`src/rtl/pwm_pkg.sv`:
```
package pwm_pkg;

  localparam logic [4:0] OFF_CTRL = 5'h00;
  localparam logic [4:0] OFF_PER  = 5'h08;
  localparam logic [4:0] OFF_DUTY = 5'h0C;

  localparam int B_START = 0;
  localparam int B_UPD   = 2;
  localparam int B_CONT  = 5;
  localparam int B_POL   = 8;
  localparam int B_AUX   = 9;

  typedef struct packed {
    logic aux;
    logic pol;
    logic cont;
    logic upd;
  } ctrl_t;

  // level on the pin for a given phase and polarity
  function automatic logic drive_level(input logic phase_on, input logic pol);
    return pol ? phase_on : !phase_on;
  endfunction

endpackage

```
`src/rtl/pwm_chan_regs.sv`:
```
module pwm_chan_regs
  import pwm_pkg::*;
#(
  parameter int DATA_W = 32
) (
  input  logic              clk,
  input  logic              rst_n,
  input  logic              wr_en,
  input  logic [4:0]        off,
  input  logic [DATA_W-1:0] wdata,
  output logic [DATA_W-1:0] rd_data,
  output logic [DATA_W-1:0] shd_per,
  output logic [DATA_W-1:0] shd_duty,
  output logic              ctrl_wr,
  output logic              start_pulse,
  output logic              cont_next,
  output logic              upd_rise,
  output logic              pol_eff
);

  ctrl_t ctrl_q;

  // named events for the core and the assertions
  assign ctrl_wr     = wr_en && (off == OFF_CTRL);
  assign start_pulse = ctrl_wr && wdata[B_START];
  assign cont_next   = wdata[B_CONT];
  assign upd_rise    = ctrl_wr && wdata[B_UPD] && !ctrl_q.upd;
  assign pol_eff     = ctrl_wr ? wdata[B_POL] : ctrl_q.pol;

  always_ff @(posedge clk) begin
    if (!rst_n) begin
      ctrl_q   <= '0;
      shd_per  <= '0;
      shd_duty <= '0;
    end else if (wr_en) begin
      if (off == OFF_CTRL) begin
        ctrl_q.upd  <= wdata[B_UPD];
        ctrl_q.cont <= wdata[B_CONT];
        ctrl_q.pol  <= wdata[B_POL];
        ctrl_q.aux  <= wdata[B_AUX];
      end
      if (off == OFF_PER)  shd_per  <= wdata;
      if (off == OFF_DUTY) shd_duty <= wdata;
    end
  end

  always_comb begin
    rd_data = '0;
    case (off)
      OFF_CTRL: begin
        rd_data[B_UPD]  = ctrl_q.upd;
        rd_data[B_CONT] = ctrl_q.cont;
        rd_data[B_POL]  = ctrl_q.pol;
        rd_data[B_AUX]  = ctrl_q.aux;
      end
      OFF_PER:  rd_data = shd_per;
      OFF_DUTY: rd_data = shd_duty;
      default:  rd_data = '0;
    endcase
  end

endmodule

```
`src/rtl/pwm_chan_core.sv`:
```
module pwm_chan_core
  import pwm_pkg::*;
#(
  parameter int DATA_W = 32
) (
  input  logic              clk,
  input  logic              rst_n,
  input  logic              ctrl_wr,
  input  logic              start_pulse,
  input  logic              cont_next,
  input  logic              upd_rise,
  input  logic              pol_eff,
  input  logic [DATA_W-1:0] shd_per,
  input  logic [DATA_W-1:0] shd_duty,
  output logic              pwm_o
);

  logic [DATA_W-1:0] cnt_q;
  logic [DATA_W-1:0] act_per;
  logic [DATA_W-1:0] act_duty;
  logic              act_pol;
  logic              run_q;
  logic              pend_q;

  logic gen;
  logic wrap;
  logic req;
  logic latch_fire;
  logic phase_on;

  assign gen        = run_q && (act_per != '0);
  assign wrap       = gen && (cnt_q == act_per - 1'b1);
  assign req        = pend_q || upd_rise;
  assign latch_fire = req && (!gen || wrap);
  assign phase_on   = gen && (cnt_q < act_duty);
  assign pwm_o      = drive_level(phase_on, act_pol);

  always_ff @(posedge clk) begin
    if (!rst_n) begin
      cnt_q    <= '0;
      act_per  <= '0;
      act_duty <= '0;
      act_pol  <= 1'b1;
      run_q    <= 1'b0;
      pend_q   <= 1'b0;
    end else begin
      if (latch_fire) begin
        act_per  <= shd_per;
        act_duty <= shd_duty;
        act_pol  <= pol_eff;
      end
      pend_q <= req && !latch_fire;
      if (ctrl_wr) run_q <= cont_next ? (run_q | start_pulse) : 1'b0;
      if (start_pulse && cont_next)  cnt_q <= '0;
      else if (latch_fire || wrap)   cnt_q <= '0;
      else if (gen)                  cnt_q <= cnt_q + 1'b1;
    end
  end

  p_cnt_bound_r4: assert property (@(posedge clk) disable iff (!rst_n)
    gen |-> (cnt_q < act_per));

  p_latch_restart_r5: assert property (@(posedge clk) disable iff (!rst_n)
    latch_fire |=> (cnt_q == '0));

  p_hold_active_r3: assert property (@(posedge clk) disable iff (!rst_n)
    !latch_fire |=> ($stable(act_per) && $stable(act_duty) && $stable(act_pol)));

  p_start_zero_r6: assert property (@(posedge clk) disable iff (!rst_n)
    (start_pulse && cont_next) |=> (run_q && cnt_q == '0));

  p_stop_idle_r6: assert property (@(posedge clk) disable iff (!rst_n)
    (ctrl_wr && !cont_next) |=> (pwm_o == !act_pol));

  p_zero_period_r7: assert property (@(posedge clk) disable iff (!rst_n)
    (act_per == '0) |-> (pwm_o == !act_pol));

  p_full_duty_r8: assert property (@(posedge clk) disable iff (!rst_n)
    (gen && act_duty >= act_per) |-> (pwm_o == act_pol));

endmodule

```
`src/rtl/pwm_bank.sv`:
```
module pwm_bank
  import pwm_pkg::*;
#(
  parameter int NUM_CH = 6,
  parameter int ADDR_W = 8,
  parameter int DATA_W = 32
) (
  input  logic              clk,
  input  logic              rst_n,
  input  logic              wr_en,
  input  logic [ADDR_W-1:0] addr,
  input  logic [DATA_W-1:0] wdata,
  output logic [DATA_W-1:0] rdata,
  output logic [NUM_CH-1:0] pwm_out
);

  localparam int CH_W = ADDR_W - 5;

  logic [CH_W-1:0]   ch_sel;
  logic [4:0]        off;
  logic [DATA_W-1:0] rd_bus [NUM_CH];

  assign ch_sel = addr[ADDR_W-1:5];
  assign off    = addr[4:0];

  for (genvar i = 0; i < NUM_CH; i++) begin : g_ch
    logic              ch_wr;
    logic [DATA_W-1:0] shd_per;
    logic [DATA_W-1:0] shd_duty;
    logic              ctrl_wr;
    logic              start_pulse;
    logic              cont_next;
    logic              upd_rise;
    logic              pol_eff;

    assign ch_wr = wr_en && (ch_sel == CH_W'(i));

    pwm_chan_regs #(.DATA_W(DATA_W)) u_regs (
      .clk         (clk),
      .rst_n       (rst_n),
      .wr_en       (ch_wr),
      .off         (off),
      .wdata       (wdata),
      .rd_data     (rd_bus[i]),
      .shd_per     (shd_per),
      .shd_duty    (shd_duty),
      .ctrl_wr     (ctrl_wr),
      .start_pulse (start_pulse),
      .cont_next   (cont_next),
      .upd_rise    (upd_rise),
      .pol_eff     (pol_eff)
    );

    pwm_chan_core #(.DATA_W(DATA_W)) u_core (
      .clk         (clk),
      .rst_n       (rst_n),
      .ctrl_wr     (ctrl_wr),
      .start_pulse (start_pulse),
      .cont_next   (cont_next),
      .upd_rise    (upd_rise),
      .pol_eff     (pol_eff),
      .shd_per     (shd_per),
      .shd_duty    (shd_duty),
      .pwm_o       (pwm_out[i])
    );
  end

  always_comb begin
    rdata = '0;
    for (int i = 0; i < NUM_CH; i++) begin
      if (ch_sel == CH_W'(i)) rdata = rd_bus[i];
    end
  end

  p_unmapped_read_r1: assert property (@(posedge clk) disable iff (!rst_n)
    (ch_sel >= CH_W'(NUM_CH)) |-> (rdata == '0));

endmodule

```
`config.mk`:
```
export PLATFORM = sky130hd
export DESIGN_NAME = pwm_bank
export DESIGN_NICKNAME = d
export VERILOG_FILES = /design/src/rtl/pwm_pkg.sv /design/src/rtl/pwm_chan_regs.sv /design/src/rtl/pwm_chan_core.sv /design/src/rtl/pwm_bank.sv
export SDC_FILE = /design/constraint.sdc
export NUM_CORES = 2
export LEC_CHECK = 0
export ABC_AREA = 0
export BUFFER_PORTS_ARGS = -buffer_cell sky130_fd_sc_hd__buf_2
export CELL_PAD_IN_SITES_DETAIL_PLACEMENT = 0
export CELL_PAD_IN_SITES_GLOBAL_PLACEMENT = 1
export CORE_MARGIN = 4
export CORE_UTILIZATION = 49
export DETAILED_ROUTE_END_ITERATION = 8
export PLACE_DENSITY = 0.82
export SYNTH_ARGS = -nofsm -noshare
export SYNTH_HDL_FRONTEND = slang
export SYNTH_SLANG_ARGS = --single-unit
```
`constraint.sdc`:
```
create_clock -name clk -period 7.53 [get_ports clk]
set_input_delay 2.259 -clock clk [delete_from_list [all_inputs] [get_ports clk]]
set_output_delay 2.259 -clock clk [all_outputs]
set_load 0.02 [all_outputs]
```
==> impl_metrics.toml <==
[die]
coreArea_mm2 = 0.1093
placementRows = 121
die_area_mm2 = 0.1158
io_pins = 81
die_w_um = 340.4
dieHeight_um = 340.4
initial_core_util = 0.4952

[synthesis]
syn_nets = 6961
yosysSeqAreaShare = 0.3706
synthFlopType = "dfxtp_1"
netlist_instances = 6720
synth-warning-count = 0
synth_edf_count = 0
synth_cell_type_count = 91
synth-seq-cells = 1002
synth_area_mm2 = 0.05413
avgSynthCellArea_um2 = 8.055
async_flop_share = 0

[global_route]
use_met1 = 0.4250
grt.total_usage = 0.3154
gr-usage-met3 = 0.06687
grt_max_degree = 237
antenna_found_initial = 17
overflow = 0
grt_pass1_vias = 44090
grt_pass1_wl_um = 282200
busiest_layer = "met2"
grtUsageMet2 = 0.5000

[sta]
hold_violations = 0
setup_tns_ns = 0
min_period_over_period = 0.9695
fin_skew_ns = 0.01809
relSlewSlack = 0.1563
setup_viol = 0
min_period_ns = 7.301
worstMarginPinSlew_ns = 1.264
maxSlewViolCount = 0
timing.fmax_ghz = 0.1370
rsz0062_at_grt = "no"

[power_and_ir_drop]
powerDensity_mw_per_mm2 = 192.7
p_leak_nw = 20.86
ir_worst_vdd_v = 0.0001954
p_total_mw = 11.43

[clock_network]
htreeDepth = 3
cts_setup_buffers = 0
cts_max_path_buffers = 3
cts-root-buf = "clkbuf_16"
holdBufCountCts = 0
clock_latency_ns = 0.71
cts_tree = "yes"
clock-sinks = 1002
cts_buffers = 111
clk_pin_slew_ns = 0.06
cts_resized = 0

[layout]
area_growth_pct = 9.563
fill_cells = 10390
drive_above_1_share = 0.06649
final_nets = 6797
final_cell_mix = "nand2_1 (1608), dfxtp_1 (1002), mux2i_1 (422)"
mostFrequentLayoutCell = "nand2_1"

[routing]
post_drt_wl_per_cell_um = 23.28
ant_nets = 0
vias = 47370
drtPass1Iterations = 6
wirelength_um = 189400
drt_iter0_drc = 5067
viasPerCell = 5.825
drcViolationCount = 0

[outcome]
outcome = "complete, no violations"

[worst_setup_path]
crit_type = "in -> out"
critical_path_required_ns = 5.27
critPathMaxFanout = 21
startpoint_type = "primary input"
worst_ep_arrival_time_ns = 5.04
end_kind = "output port"

[flow_run]
maxCapViolCount = 0

[min_path]
hp-class = "reg -> reg"

[place]
dp_hpwl_um = 139000
gp_congestion = 0.9844
port_buffers = 80
[logic make-up after synthesis]
logic type	count (synthesis)	share of synthesized area
mux	462	0.08759
flops	1002	0.3706
fa+ha+maj	198	0.04577
xor+xnor	429	0.06942
compound gates	1074	0.1401
buf+inv	687	0.05176
simple gates	2868	0.2348
[per-layer routing]
layer  vias to the layer above  wire length, um
met5                         -               34
met4                         6             7427
met3                       389            15650
met2                      1589            84700
met1                     22680            81530
li1                      22710                -
[synthesized netlist by cell type, drive strengths merged (63+ instances only)]
master  number  area (um^2)
a21boi     405         3040
a21o        63        473.0
a21oi      105        529.3
buf         84        538.0
clkbuf     361         1355
dfxtp     1002        20060
ha         198         2477
inv        242        908.4
mux2i      423         4234
nand2     1608         6036
nand3      230         1156
nand4       92        575.6
nor2       406         1524
nor3       141        710.7
nor4        69        480.5
o21ai      173        865.8
xnor2      248         2172
xor2       181         1585
[area by class of cell]
type                    instances  area (um^2)  area share
flip-flops and latches       1002        20060      0.3382
clock buffers                 160         3264     0.05505
well taps                    1476         1847     0.03114
diodes                          8        20.02   0.0003376
repair buffers                168         1206     0.02034
clock inverters                45        588.1    0.009916
multi-input cells            5031        31410      0.5297
inverters                     242        908.4     0.01532
[registers in the layout, indices dropped and copies added (netlist names)]
register / flops
g_ch.u_core.pend_q: 6
g_ch.u_core.act_pol: 6
g_ch.u_regs.ctrl_q: 24
g_ch.u_core.cnt_q: 192
g_ch.u_core.act_per: 192
g_ch.u_regs.shd_per: 192
g_ch.u_regs.shd_duty: 192
g_ch.u_core.run_q: 6
g_ch.u_core.act_duty: 192
[worst paths after layout]
path	startpoint	endpoint	slack, ns	depth (start not counted)
setup reg to reg	g_ch[1].u_core.act_per[0]	g_ch[1].u_core.act_per[8]	2.64	12
hold reg to reg	g_ch[0].u_core.act_duty[13]	g_ch[0].u_core.act_duty[13]	0.46	2
setup / recovery	addr[1]	rdata[12]	0.23	10
hold / removal	g_ch[0].u_core.act_duty[13]	g_ch[0].u_core.act_duty[13]	0.46	2
[metrics by stage]
step | std cells | setup slack (ns) | instance area [um^2] | hold WS, ns | utilization
4_1_cts | 8124 | 0.4740 | 59280 | 0.4577 | 0.5424
6_report | 8132 | 0.2294 | 59300 | 0.4566 | 0.5425
3_5_place_dp | 7919 | 0.4820 | 55430 | 0.4466 | 0.5071
2_1_floorplan | 6720 | 0.6814 | 54130 | 0.4347 | -
3_3_place_gp | 7919 | 0.4897 | 55430 | 0.4437 | 0.5071
5_1_grt | 8127 | 0.2186 | 59290 | 0.4719 | 0.5424
[power by group]
| group | internal, mW | switching, mW |
|---|---|---|
| Sequential | 5.30 | 0.00480 |
| Combinational | 0.0832 | 0.275 |
| Clock | 3.42 | 2.34 |
[worst max-delay path, stage by stage]
cell and delay (ns):
buf_2 0.09, nor3_1 0.10, buf_4 0.17, and2_1 0.19, nand2_1 0.25, buf_4 0.32
o22ai_1 0.17, a221oi_1 0.76, o221ai_1 0.45, buf_2 0.28
Power figures use the tool's default switching activity.
